==> src/rtl/atomic_bcast_pkg.sv <==
package atomic_bcast_pkg;
  typedef enum logic [2:0] {
    OP_ADD   = 3'd0,
    OP_INC   = 3'd1,
    OP_DEC   = 3'd2,
    OP_XCHG  = 3'd3,
    OP_BCAST = 3'd4
  } amo_op_e;
endpackage

==> src/rtl/atomic_alu.sv <==
module atomic_alu
  import atomic_bcast_pkg::*;
#(
  parameter int DATA_W = 32
) (
  input  amo_op_e             op_i,
  input  logic [DATA_W-1:0]   old_i,
  input  logic [DATA_W-1:0]   operand_i,
  output logic [DATA_W-1:0]   new_o
);
  localparam logic [DATA_W-1:0] ONE = DATA_W'(1);

  always_comb begin
    unique case (op_i)
      OP_ADD:   new_o = old_i + operand_i;
      OP_INC:   new_o = old_i + ONE;
      OP_DEC:   new_o = old_i - ONE;
      OP_XCHG,
      OP_BCAST: new_o = operand_i;
      default:  new_o = old_i;
    endcase
  end
endmodule

==> src/rtl/word_store.sv <==
module word_store #(
  parameter int DATA_W = 32,
  parameter int ADDR_W = 4
) (
  input  logic              clk_i,
  input  logic              rst_ni,
  input  logic              we_i,
  input  logic [ADDR_W-1:0] waddr_i,
  input  logic [DATA_W-1:0] wdata_i,
  input  logic [ADDR_W-1:0] raddr_i,
  output logic [DATA_W-1:0] rdata_o
);
  localparam int DEPTH = 1 << ADDR_W;

  logic [DATA_W-1:0] mem_q [DEPTH];

  always_ff @(posedge clk_i or negedge rst_ni) begin
    if (!rst_ni) begin
      for (int i = 0; i < DEPTH; i++) mem_q[i] <= '0;
    end else if (we_i) begin
      mem_q[waddr_i] <= wdata_i;
    end
  end

  assign rdata_o = mem_q[raddr_i];
endmodule

==> src/rtl/bcast_fanout.sv <==
module bcast_fanout #(
  parameter int N_PORTS = 4,
  parameter int DATA_W  = 32,
  parameter int ADDR_W  = 4
) (
  input  logic               clk_i,
  input  logic               rst_ni,
  input  logic               launch_i,
  input  logic [ADDR_W-1:0]  addr_i,
  input  logic [DATA_W-1:0]  data_i,
  output logic               busy_o,
  output logic [N_PORTS-1:0] port_valid_o,
  input  logic [N_PORTS-1:0] port_ready_i,
  output logic [ADDR_W-1:0]  addr_o,
  output logic [DATA_W-1:0]  data_o
);
  logic [ADDR_W-1:0] addr_q;
  logic [DATA_W-1:0] data_q;

  always_ff @(posedge clk_i or negedge rst_ni) begin
    if (!rst_ni) begin
      addr_q <= '0;
      data_q <= '0;
    end else if (launch_i) begin
      addr_q <= addr_i;
      data_q <= data_i;
    end
  end

  // One pending flag per destination; each copy retires on its own handshake
  for (genvar p = 0; p < N_PORTS; p++) begin : g_port
    logic pend_q;
    always_ff @(posedge clk_i or negedge rst_ni) begin
      if (!rst_ni)                pend_q <= 1'b0;
      else if (launch_i)          pend_q <= 1'b1;
      else if (port_ready_i[p])   pend_q <= 1'b0;
    end
    assign port_valid_o[p] = pend_q;
  end

  assign busy_o = |port_valid_o;
  assign addr_o = addr_q;
  assign data_o = data_q;
endmodule

==> src/rtl/atomic_bcast_unit.sv <==
module atomic_bcast_unit
  import atomic_bcast_pkg::*;
#(
  parameter int DATA_W  = 32,
  parameter int ADDR_W  = 4,
  parameter int SRC_W   = 4,
  parameter int N_PORTS = 4
) (
  input  logic               clk_i,
  input  logic               rst_ni,
  input  logic               req_valid_i,
  output logic               req_ready_o,
  input  logic [2:0]         req_op_i,
  input  logic [ADDR_W-1:0]  req_addr_i,
  input  logic [DATA_W-1:0]  req_data_i,
  input  logic [SRC_W-1:0]   req_src_i,
  output logic               rsp_valid_o,
  output logic [DATA_W-1:0]  rsp_data_o,
  output logic [SRC_W-1:0]   rsp_src_o,
  output logic [N_PORTS-1:0] bc_valid_o,
  input  logic [N_PORTS-1:0] bc_ready_i,
  output logic [ADDR_W-1:0]  bc_addr_o,
  output logic [DATA_W-1:0]  bc_data_o
);
  // Stage 1: accepted request, bank read
  logic              s1_valid_q;
  amo_op_e           s1_op_q;
  logic [ADDR_W-1:0] s1_addr_q;
  logic [DATA_W-1:0] s1_data_q;
  logic [SRC_W-1:0]  s1_src_q;
  // Stage 2: compute, write back, respond
  logic              s2_valid_q;
  amo_op_e           s2_op_q;
  logic [ADDR_W-1:0] s2_addr_q;
  logic [DATA_W-1:0] s2_data_q;
  logic [SRC_W-1:0]  s2_src_q;
  logic [DATA_W-1:0] s2_old_q;

  logic [DATA_W-1:0] s2_new;
  logic [DATA_W-1:0] mem_rdata;
  logic [DATA_W-1:0] s1_old;
  logic              bc_busy;
  logic              stall;
  logic              advance;
  logic              accept;
  logic              launch;

  assign stall   = s2_valid_q && (s2_op_q == OP_BCAST) && bc_busy;
  assign advance = !stall;
  assign accept  = req_valid_i && advance;
  assign launch  = s2_valid_q && (s2_op_q == OP_BCAST) && advance;

  // Forward the result being written this edge to a same-address follower
  assign s1_old = (s2_valid_q && (s2_addr_q == s1_addr_q)) ? s2_new : mem_rdata;

  always_ff @(posedge clk_i or negedge rst_ni) begin
    if (!rst_ni) begin
      s1_valid_q <= 1'b0;
      s1_op_q    <= OP_ADD;
      s1_addr_q  <= '0;
      s1_data_q  <= '0;
      s1_src_q   <= '0;
      s2_valid_q <= 1'b0;
      s2_op_q    <= OP_ADD;
      s2_addr_q  <= '0;
      s2_data_q  <= '0;
      s2_src_q   <= '0;
      s2_old_q   <= '0;
    end else if (advance) begin
      s1_valid_q <= accept;
      s1_op_q    <= amo_op_e'(req_op_i);
      s1_addr_q  <= req_addr_i;
      s1_data_q  <= req_data_i;
      s1_src_q   <= req_src_i;
      s2_valid_q <= s1_valid_q;
      s2_op_q    <= s1_op_q;
      s2_addr_q  <= s1_addr_q;
      s2_data_q  <= s1_data_q;
      s2_src_q   <= s1_src_q;
      s2_old_q   <= s1_old;
    end
  end

  atomic_alu #(.DATA_W(DATA_W)) i_alu (
    .op_i      (s2_op_q),
    .old_i     (s2_old_q),
    .operand_i (s2_data_q),
    .new_o     (s2_new)
  );

  word_store #(.DATA_W(DATA_W), .ADDR_W(ADDR_W)) i_store (
    .clk_i   (clk_i),
    .rst_ni  (rst_ni),
    .we_i    (s2_valid_q && advance),
    .waddr_i (s2_addr_q),
    .wdata_i (s2_new),
    .raddr_i (s1_addr_q),
    .rdata_o (mem_rdata)
  );

  bcast_fanout #(.N_PORTS(N_PORTS), .DATA_W(DATA_W), .ADDR_W(ADDR_W)) i_fanout (
    .clk_i        (clk_i),
    .rst_ni       (rst_ni),
    .launch_i     (launch),
    .addr_i       (s2_addr_q),
    .data_i       (s2_new),
    .busy_o       (bc_busy),
    .port_valid_o (bc_valid_o),
    .port_ready_i (bc_ready_i),
    .addr_o       (bc_addr_o),
    .data_o       (bc_data_o)
  );

  assign req_ready_o = advance;
  assign rsp_valid_o = s2_valid_q && advance;
  assign rsp_data_o  = s2_old_q;
  assign rsp_src_o   = s2_src_q;
endmodule

==> config.mk <==
export PLATFORM = sky130hd
export DESIGN_NAME = atomic_bcast_unit
export DESIGN_NICKNAME = d
export VERILOG_FILES = /design/src/rtl/atomic_bcast_pkg.sv /design/src/rtl/atomic_alu.sv /design/src/rtl/word_store.sv /design/src/rtl/bcast_fanout.sv /design/src/rtl/atomic_bcast_unit.sv
export SDC_FILE = /design/constraint.sdc
export NUM_CORES = 1
export LEC_CHECK = 0
export BUFFER_PORTS_ARGS = -buffer_cell sky130_fd_sc_hd__buf_2
export CAP_MARGIN = 40
export CORE_MARGIN = 4
export CORE_UTILIZATION = 32
export CTS_CLUSTER_SIZE = 40
export DETAILED_ROUTE_END_ITERATION = 10
export MAX_ROUTING_LAYER = met4
export PLACE_DENSITY = 0.53
export SYNTH_ARGS = -nofsm -noshare
export SYNTH_HDL_FRONTEND = slang
export SYNTH_SLANG_ARGS = --single-unit
==> constraint.sdc <==
create_clock -name clk_i -period 5.7 [get_ports clk_i]
set_input_delay 0.285 -clock clk_i [delete_from_list [all_inputs] [get_ports clk_i]]
set_output_delay 0.285 -clock clk_i [all_outputs]
set_load 0.005 [all_outputs]
==> results of run 1 <==
-- per-layer routing --
metal	vias to the layer above	routed length, microns	GRT usage
met5	-	0	-
met4	0	2300	0.0486
met3	142	3990	0.0205
met2	578	45800	0.294
met1	12300	46300	0.262
li1	11700	-	-
-- registers in the layout (all words and copies together), names as in the netlist, 32 cells and up --
name             flops
i_store.mem_q      512
i_fanout.data_o     32
rsp_data_o          32
s1_data_q           32
s2_data_q           32
-- how the worst min path moves through the flow --
| stage | start | depth (start not counted) | slack [ns] | end |
|---|---|---|---|---|
| CTS | bc_ready_i[2] | 3 | 0.33 | i_fanout.g_port[2].pend_q$_DFFE_PN0P_ |
| global route | bc_ready_i[3] | 3 | 0.37 | i_fanout.g_port[3].pend_q$_DFFE_PN0P_ |
| global placement | s1_valid_q$_DFFE_PN0N_ | 2 | 0.44 | s1_valid_q$_DFFE_PN0N_ |
| detailed placement | rsp_src_o[0]$_DFFE_PN0N_ | 2 | 0.45 | rsp_src_o[0]$_DFFE_PN0N_ |
| finish | rst_ni | 2 | 0.34 | i_store.mem_q[353]$_DFFE_PN0P_ |
| floorplan | rst_ni | 0 | -0.01 | i_fanout.addr_o[0]$_DFFE_PN0P_ |
-- cell usage after synthesis, drive strengths merged (15+ instances only) --
cell,n,share of area
a21oi,152,0.024
a221oi,15,0.0040
a22o,17,0.0045
a31oi,30,0.0057
a41oi,16,0.0043
buf,109,0.017
clkbuf,186,0.021
dfrtp,672,0.51
ha,32,0.012
mux2i,48,0.015
mux4,160,0.11
nand2,763,0.087
nand2b,15,0.0029
nand3,26,0.0041
nand4,29,0.0055
nor2,223,0.026
nor3,20,0.0033
o211ai,24,0.0055
o21a,16,0.0037
o21ai,511,0.078
or4,22,0.0052
xnor2,28,0.0079
xor2,24,0.0064
-- logic make-up after synthesis --
logic type	after synthesis
AOI/OAI and AO/OA	852
xor gates and xnor gates	52
adders and majority gates	33
buffers and inverters	310
DFF	672
muxes	215
and+or+nand+nor	1163
-- through the flow --
stage | hold WS [ns] | setup WS, ns | power [uW] | instance area [sq um]
final | 0.336 | 0.515 | 19000 | 38100
after global routing | 0.368 | 0.141 | 20300 | 38100
after CTS | 0.333 | 0.535 | 19200 | 38100
after detailed placement | 0.450 | 0.577 | 14100 | 35200
after global placement | 0.444 | 0.631 | 14000 | 35100
after floorplan | -0.0106 | 1.22 | 11900 | 32900
-- area by class of cell --
cell class	instances	area, sq um	share of cell area
tap	1368	1710	0.0449
inverter	15	58.8	0.00154
antenna	2	5.00	0.000131
clock buffer	98	1990	0.0522
sequential	672	16800	0.441
multi-input combinational	2315	14900	0.391
timing repair buffer	280	2150	0.0565
clock inverter	33	472	0.0124
-- power by group through the flow --
| stage | sequential [uW] | clock, uW | combinational [uW] |
|---|---|---|---|
| detailed placement | 7990 | 0 | 6130 |
| global route | 8160 | 5260 | 6880 |
| floorplan | 7560 | 0 | 4360 |
| global placement | 7940 | 0 | 6020 |
| CTS | 7920 | 5070 | 6170 |
| finish | 7920 | 4950 | 6160 |
==> flow_metrics.env, run 1 <==
export IMPL_cp_startpoint="s2_data_q[0]$_DFFE_PN0N_"
export IMPL_numPortBuffers=127
export IMPL_period_needed_ns=5.19
export IMPL_grt_util_all_layers=0.188
export IMPL_crit_arrival_ns=5.72
export IMPL_die_h_microns=329
export IMPL_vias_per_cell=5.18
export IMPL_cp_top_family="simple AND/OR/NAND/NOR gates"
export IMPL_p_clk_frac=0.260
export IMPL_postCtsSetupRepairBufs=0
export IMPL_internal_power_uw=12300
export IMPL_drtAntennaViolNets=0
export IMPL_numCtsBuffers=72
export IMPL_synth_ff_type="dfrtp_1"
export IMPL_die_w_microns=329
export IMPL_cts_resized=0
export IMPL_power_switching_uw=6680
export IMPL_min_path_type="input port to asynchronous set/reset pin"
export IMPL_clockRootBuffer="clkbuf_16"
export IMPL_fin_cells=4783
export IMPL_firstDrtPassIters=5
export IMPL_slew_viol_final=0
export IMPL_relSlewSlack=0.338
export IMPL_yosys_mux_area_fraction=0.127
export IMPL_cp_required_ns=6.24
export IMPL_wl_per_cell_microns=20.6
export IMPL_crit_path_end_kind="flop"
export IMPL_final_nets=3439
export IMPL_setup_tns_final_ns=0
export IMPL_layout_common_cells="761 x nand2_1, 668 x dfrtp_1, 506 x o21ai_0, 221 x nor2_1, 160 x mux4_2"
export IMPL_synth_xor_area_frac=0.0143
export IMPL_period_share=0.910
export IMPL_area_growth_pct=15.8
export IMPL_start_util=0.323
export IMPL_die_area_sq_um=108000
export IMPL_max_freq_ghz=0.193
export IMPL_syn_area_sq_um=32900
export IMPL_gp_congestion=0.897
export IMPL_cp_depth=19
export IMPL_grt_pass1_wl_microns=154000
export IMPL_antenna_found_initial=0
export IMPL_dp_hpwl_microns=62600
export IMPL_ctsHoldBuffers=49
export IMPL_startpoint_type="flop"
export IMPL_ys_seq_area_frac=0.511
export IMPL_clock_path_buffers=3
export IMPL_leakage_uw=0.0167
export IMPL_grt_pass1_vias=24400
export IMPL_syn_avg_cell_area_sq_um=9.98
export IMPL_final_common_cell="nand2_1"
export IMPL_slowest_stage="or4_1"
export IMPL_clock_sinks=672
export IMPL_crit_chain="inv_1, ha_1, nand3_1, or2_2, or4_1, nor3b_2, nor2b_1, xnor2_1, o21ai_1, ha_1, nand4_1, nor2_1, nand3_1, a2111oi_0, buf_4, nor2_1, a31o_2, xor2_1, o221ai_1"
export IMPL_drt_wl_total_microns=98400
export IMPL_combinationalPowerShare=0.324
export IMPL_synthAdderAreaFrac=0.0128
export IMPL_r2r_start="s2_data_q[0]$_DFFE_PN0N_"
export IMPL_rsz0062_at_grt="false"
export IMPL_maxCapViolations=0
export IMPL_path_class="flop to flop"
export IMPL_run_status="completed"
export IMPL_r2r_slack_ns=0.51
export IMPL_post_place_cells=4601
export IMPL_ys_warn_count=0
export IMPL_postLayoutCoreUtil=0.374
export IMPL_drc=0
export IMPL_syn_nets=3380
export IMPL_worstReg2RegEnd="rsp_data_o[29]$_DFFE_PN0N_"
export IMPL_htreeDepth=3
export IMPL_hold_viol_final=0
export IMPL_synth_simple_area_share=0.148
export IMPL_crit_buf_inv=2
export IMPL_clkTransAtPathRegs_ns=0.06
export IMPL_synth_edf_count=0
export IMPL_grt_overflow=0
export IMPL_clk_latency_ns=0.64
export IMPL_ios=128
export IMPL_switching_share=0.351
export IMPL_design_core_area_sq_um=102000
export IMPL_crit_path_end="rsp_data_o[29]$_DFFE_PN0N_"
export IMPL_num_vias=24800
export IMPL_cts_tree="done"
export IMPL_reg2reg_depth=19
export IMPL_max_slew_worst_pin_slew_ns=0.986
export IMPL_synth_seq_cells=672
export IMPL_ir_drop_mv=0.223
export IMPL_cp_max_fo=17
export IMPL_fill_cells=10100
export IMPL_max_stage_delay_ns=0.63
export IMPL_setup_violations=0
export IMPL_syn_instance_count=3297
export IMPL_synth_top_family_by_area="simple AND/OR/NAND/NOR gates"
export IMPL_row_count=117
export IMPL_p_per_area_nw_per_um2=499
export IMPL_skew_ns=0.0308
export IMPL_drtIter0Drc=2034
export IMPL_seqPwrFrac=0.416
export IMPL_async_reset_ff_frac=1.00
export IMPL_synth_cell_types=83
export IMPL_layout_drive_gt1_share=0.169
export IMPL_synth_compound_area_frac=0.148
export IMPL_grt_max_degree=143
Note: power is estimated with default switching activity, not from simulation.
==> run 2, diff against run 1 <==
- CORE_UTILIZATION: 32 -> 40
- PLACE_DENSITY: 0.53 -> 0.62
==> run 2 against run 1 <==
  * Power shrank 0.30%
  * Sequential cell count is the same
  * Maximum frequency shrank 1.5%
  * Routed wire length shrank 3.5%
  * Non-clock buffer count shrank 2
  * Clock-buffer cell count is the same
  * Critical path type unchanged
  * Setup slack lost 0.081 ns
  * Clock skew grew 0.010 ns
  * Combinational power is essentially flat
==> flow_metrics.env, run 2 (synthesis results as in run 1) <==
export IMPL_numCtsBuffers=72
export IMPL_maxCapViolations=0
export IMPL_r2r_slack_ns=0.43
export IMPL_grt_overflow=0
export IMPL_max_stage_delay_ns=0.65
export IMPL_clock_sinks=672
export IMPL_slowest_stage="or4_1"
export IMPL_p_clk_frac=0.257
export IMPL_htreeDepth=3
export IMPL_period_share=0.924
export IMPL_clockRootBuffer="clkbuf_16"
export IMPL_max_slew_worst_pin_slew_ns=0.877
export IMPL_fill_cells=7500
export IMPL_max_freq_ghz=0.190
export IMPL_area_growth_pct=14.5
export IMPL_crit_path_end_kind="flop"
export IMPL_startpoint_type="flop"
export IMPL_leakage_uw=0.0167
export IMPL_postLayoutCoreUtil=0.465
export IMPL_p_per_area_nw_per_um2=503
export IMPL_period_needed_ns=5.27
export IMPL_ios=128
export IMPL_gp_congestion=0.882
export IMPL_worstReg2RegEnd="i_store.mem_q[91]$_DFFE_PN0P_"
export IMPL_die_area_sq_um=86900
export IMPL_drc=0
export IMPL_skew_ns=0.0408
export IMPL_dp_hpwl_microns=59700
export IMPL_layout_common_cells="761 x nand2_1, 668 x dfrtp_1, 506 x o21ai_0, 221 x nor2_1, 160 x mux4_2"
export IMPL_start_util=0.406
export IMPL_largest_register="i_store.mem_q"
export IMPL_die_w_microns=295
export IMPL_antenna_found_initial=1
export IMPL_row_count=104
export IMPL_grt_pass1_wl_microns=149000
export IMPL_relSlewSlack=0.411
export IMPL_numPortBuffers=127
export IMPL_seqPwrFrac=0.417
export IMPL_drtIter0Drc=1905
export IMPL_setup_tns_final_ns=0
export IMPL_r2r_start="s2_data_q[0]$_DFFE_PN0N_"
export IMPL_ir_drop_mv=0.254
export IMPL_crit_arrival_ns=5.71
export IMPL_slew_viol_final=0
export IMPL_layout_drive_gt1_share=0.170
export IMPL_setup_violations=0
export IMPL_final_nets=3437
export IMPL_crit_chain="inv_1, ha_1, nand3_1, or2_2, or4_1, nor3b_2, nor2b_1, xnor2_1, o21ai_1, ha_1, nand4_1, nor2_1, nand3_1, a2111oi_1, nor3b_1, xnor2_1, a21oi_1, buf_4, o21ai_0"
export IMPL_path_class="flop to flop"
export IMPL_combinationalPowerShare=0.325
export IMPL_min_path_type="input port to asynchronous set/reset pin"
export IMPL_internal_power_uw=12300
export IMPL_cts_tree="done"
export IMPL_grt_max_degree=157
export IMPL_die_h_microns=295
export IMPL_num_vias=25100
export IMPL_wl_per_cell_microns=21.2
export IMPL_switching_share=0.353
export IMPL_cp_startpoint="s2_data_q[0]$_DFFE_PN0N_"
export IMPL_rsz0062_at_grt="false"
export IMPL_clkTransAtPathRegs_ns=0.06
export IMPL_run_status="completed"
export IMPL_cp_required_ns=6.14
export IMPL_final_common_cell="nand2_1"
export IMPL_hold_viol_final=0
export IMPL_reg2reg_depth=19
export IMPL_drt_wl_total_microns=94900
export IMPL_firstDrtPassIters=5
export IMPL_clock_path_buffers=3
export IMPL_drtAntennaViolNets=0
export IMPL_vias_per_cell=5.60
export IMPL_grt_pass1_vias=24800
export IMPL_largest_register_ffs=512
export IMPL_design_core_area_sq_um=81100
export IMPL_power_switching_uw=6700
export IMPL_cp_max_fo=16
export IMPL_clk_latency_ns=0.64
export IMPL_grt_util_all_layers=0.227
[run 2: cell types whose count changed in the layout (fill, tap and decap cells not counted), sizes merged]
| cell | delta |
|---|---|
| inv | +2 |
| buf | -2 |
| bufinv | -3 |
| clkinvlp | -1 |
| clkinv | +1 |
[run 2: power by group through the flow]
stage	logic, uW	clock network, uW	registers, uW
after floorplan	4360	0	7560
after global placement	5960	0	7920
after detailed placement	6100	0	7970
after CTS	6160	4970	7910
after global routing	6880	5170	8150
final	6170	4880	7920
[run 2: worst max-delay path, delay by kind of cell (launching register included)]
family / cells / cell delay [ns]
AND/OR/NAND/NOR: 9 / 2.39
XOR/XNOR: 2 / 0.32
buffers and inverters: 2 / 0.34
AO/OA/AOI/OAI: 4 / 0.86
flip-flops: 1 / 0.43
adder cells (fa/ha/maj): 2 / 0.74
[run 2: cell type report]
class                   count  area, sq um  share of cell area
multi-input cells        2315        14900               0.395
clock inverters            32          420              0.0112
clock buffers              98         2040              0.0541
well taps                1060         1330              0.0352
repair buffers            278         2110              0.0560
inverters                  15         58.8             0.00156
flip-flops and latches    672        16800               0.447
diodes                      2         5.00            0.000133
[run 2: per-layer routing]
layer	vias to the layer above	share of wire	routed length, microns	track usage
met5	-	0	0	-
met4	0	0.025	2360	0.0649
met3	163	0.060	5730	0.0349
met2	713	0.47	44700	0.361
met1	12500	0.44	42200	0.304
li1	11700	-	-	-
[run 2: through the flow]
step	instances	hold WS [ns]	cell area, sq um	power [uW]	worst slack [ns]
finish	4472	0.336	37700	19000	0.434
global route	4471	0.389	37700	20200	0.106
CTS	4470	0.357	37700	19000	0.382
detailed placement	4291	0.438	34700	14100	0.454
global placement	4279	0.444	34600	13900	0.576
floorplan	3297	-0.0106	32900	11900	1.22
[run 2: worst max path at each step]
stage                                      to
2_1_floorplan  i_store.mem_q[122]$_DFFE_PN0P_
6_report        i_store.mem_q[91]$_DFFE_PN0P_
3_5_place_dp       rsp_data_o[29]$_DFFE_PN0N_
3_3_place_gp       rsp_data_o[29]$_DFFE_PN0N_
4_1_cts         i_store.mem_q[91]$_DFFE_PN0P_
5_1_grt            rsp_data_o[29]$_DFFE_PN0N_
[run 2: what timing repair did]
item | in CTS | in global routing
hold endpoints to repair | 155 | 0
hold buffers | 49 | 0
setup buffers | 0 | 0
resized for setup | 0 | 1
endpoints found under the setup margin | 0 | 5
==> run 3, diff against run 2 <==
- CORE_UTILIZATION: 40 -> 62
- PLACE_DENSITY: 0.62 -> 0.86
==> run 3 against run 2 <==
  * Sequential power rose by 2%
  * Routed wire length grew 1.3%
  * Utilization is 24 points higher
  * Final cell count down 8.8%
  * Clock-buffer cell count unchanged
  * Critical endpoint is now rsp_data_o[29]$_DFFE_PN0N_
  * Largest power group unchanged
==> flow_metrics.env, run 3 (synthesis results as in run 1) <==
export IMPL_run_status="completed"
export IMPL_ios=128
export IMPL_drtAntennaViolNets=0
export IMPL_layout_drive_gt1_share=0.161
export IMPL_design_core_area_sq_um=52600
export IMPL_crit_arrival_ns=5.88
export IMPL_p_per_area_nw_per_um2=518
export IMPL_clock_path_buffers=3
export IMPL_startpoint_type="flop"
export IMPL_drtIter0Drc=3550
export IMPL_r2r_slack_ns=0.34
export IMPL_vias_per_cell=6.73
export IMPL_cp_top_family="simple AND/OR/NAND/NOR gates"
export IMPL_final_nets=3418
export IMPL_grt_busiest_layer="met2"
export IMPL_place_ws_ns=0.400
export IMPL_whs_ns=0.184
export IMPL_drc=0
export IMPL_period_needed_ns=5.36
export IMPL_grt_max_degree=143
export IMPL_largest_register_ffs=512
export IMPL_wl_per_cell_microns=23.6
export IMPL_leakage_uw=0.0166
export IMPL_fin_area_sq_um=36900
export IMPL_setup_violations=0
export IMPL_skew_ns=0.0343
export IMPL_dp_hpwl_microns=56000
export IMPL_cts_tree="done"
export IMPL_max_stage_delay_ns=0.64
export IMPL_period_share=0.940
export IMPL_maxCapViolations=0
export IMPL_min_path_type="input port to asynchronous set/reset pin"
export IMPL_layout_common_cells="761 x nand2_1, 668 x dfrtp_1, 506 x o21ai_0, 222 x nor2_1, 160 x mux4_2"
export IMPL_clkTransAtPathRegs_ns=0.06
export IMPL_numCtsBuffers=68
export IMPL_largest_register="i_store.mem_q"
export IMPL_cp_required_ns=6.22
export IMPL_crit_chain="inv_1, ha_1, nand3_1, or2_2, or4_1, nor3b_2, nor2b_1, xnor2_1, o21ai_1, ha_1, nand4_1, nor2_1, nand3_1, a2111oi_1, nor2_1, a31o_2, xor2_1, o221ai_1"
export IMPL_area_growth_pct=12.2
export IMPL_hold_viol_final=0
export IMPL_die_area_sq_um=56800
export IMPL_gp_congestion=0.940
export IMPL_clock_sinks=672
export IMPL_slowest_stage="or4_1"
export IMPL_slew_viol_final=0
export IMPL_antenna_found_initial=3
export IMPL_max_slew_worst_pin_slew_ns=0.978
export IMPL_cp_max_fo=17
export IMPL_postLayoutCoreUtil=0.702
export IMPL_path_class="flop to flop"
export IMPL_grt_pass1_vias=28400
export IMPL_die_w_microns=238
export IMPL_use_met2=0.551
export IMPL_grt_util_all_layers=0.349
export IMPL_rsz0062_at_grt="false"
export IMPL_relSlewSlack=0.348
export IMPL_fin_ws_ns=0.340
export IMPL_setup_tns_final_ns=0
export IMPL_grtUsageMet3=0.0817
export IMPL_clockRootBuffer="clkbuf_16"
export IMPL_ir_drop_mv=0.248
export IMPL_start_util=0.626
export IMPL_crit_buf_inv=1
export IMPL_num_vias=27500
export IMPL_grt_pass1_wl_microns=153000
export IMPL_firstDrtPassIters=8
export IMPL_grt_overflow=0
export IMPL_row_count=84
export IMPL_numPortBuffers=127
export IMPL_place_area_sq_um=34100
export IMPL_htreeDepth=3
export IMPL_met1_usage=0.429
export IMPL_postCtsSetupRepairBufs=0
export IMPL_max_freq_ghz=0.187
export IMPL_clk_latency_ns=0.62
export IMPL_die_h_microns=238
export IMPL_drt_wl_total_microns=96100
export IMPL_crit_path_end_kind="flop"
export IMPL_final_common_cell="nand2_1"
==> run 3: changes by cell type in the layout (fill, tap and decap cells not counted), moves of 3 or more <==
| cell | previous run | this run |
|---|---|---|
| buf_12 | 11 | 8 |
| buf_4 | 81 | 73 |
| buf_6 | 5 | 2 |
| clkbuf_1 | 12 | 16 |
| clkbuf_16 | 72 | 68 |
| clkinv_2 | 16 | 12 |
| clkinvlp_4 | 3 | 0 |
| nor3_1 | 15 | 18 |
| nor3_2 | 5 | 2 |
==> run 3: layout make-up <==
class	count	area, sq um
diodes	3	7.51
inverters	15	58.8
clock buffers	98	1950
repair buffers	263	1980
fillers	3317	15600
clock inverters	26	363
flip-flops and latches	672	16800
multi-input cells	2315	14900
well taps	688	861
==> run 3: report_power, final <==
group / switching, uW / internal [uW] / leakage, uW / total (uW)
Combinational: 3710 / 2700 / 0.00697 / 6410
Clock: 1970 / 2700 / 0.00115 / 4670
Sequential: 1320 / 6730 / 0.00846 / 8050
Total: 7000 / 12100 / 0.0166 / 19100
==> run 3: worst reg2reg max path, stage by stage, from the launching register on <==
cell	delay, ns
dfrtp_1	0.42
inv_1	0.11
ha_1	0.21
nand3_1	0.19
or2_2	0.38
or4_1	0.64
nor3b_2	0.34
nor2b_1	0.21
xnor2_1	0.13
o21ai_1	0.08
ha_1	0.54
nand4_1	0.21
nor2_1	0.19
nand3_1	0.11
a2111oi_1	0.51
nor2_1	0.11
a31o_2	0.47
xor2_1	0.23
o221ai_1	0.19
==> run 3: per-layer routing <==
metal  share of wire  vias up
met5               0        -
met4           0.053        0
met2            0.48     1942
met1            0.35    13400
li1                -    11700
met3            0.12      482
==> run 3: worst paths after layout <==
check	from	cells past startpoint	endpoint
worst min-delay path	rst_ni	2	i_store.mem_q[352]$_DFFE_PN0P_
min in group clk_i	req_data_i[8]	4	s1_data_q[8]$_DFFE_PN0N_
worst min register to register	s1_valid_q$_DFFE_PN0N_	2	s1_valid_q$_DFFE_PN0N_
worst max register to register	s2_data_q[0]$_DFFE_PN0N_	18	rsp_data_o[29]$_DFFE_PN0N_
max in group asynchronous	rst_ni	3	i_store.mem_q[430]$_DFFE_PN0P_
worst max-delay path	s2_data_q[0]$_DFFE_PN0N_	18	rsp_data_o[29]$_DFFE_PN0N_
==> run 3: stage by stage <==
step | total power [uW] | cells
detailed placement | 14000 | 3903
global placement | 13600 | 3894
global route | 20100 | 4079
floorplan | 11900 | 3297
CTS | 19000 | 4076
finish | 19100 | 4080
==> run 3: timing repair <==
item                                    4_1_cts  5_1_grt
hold endpoints to repair                    105        0
endpoints found under the setup margin        0        4
gates resized for setup                       0        1
hold buffers                                 49        0
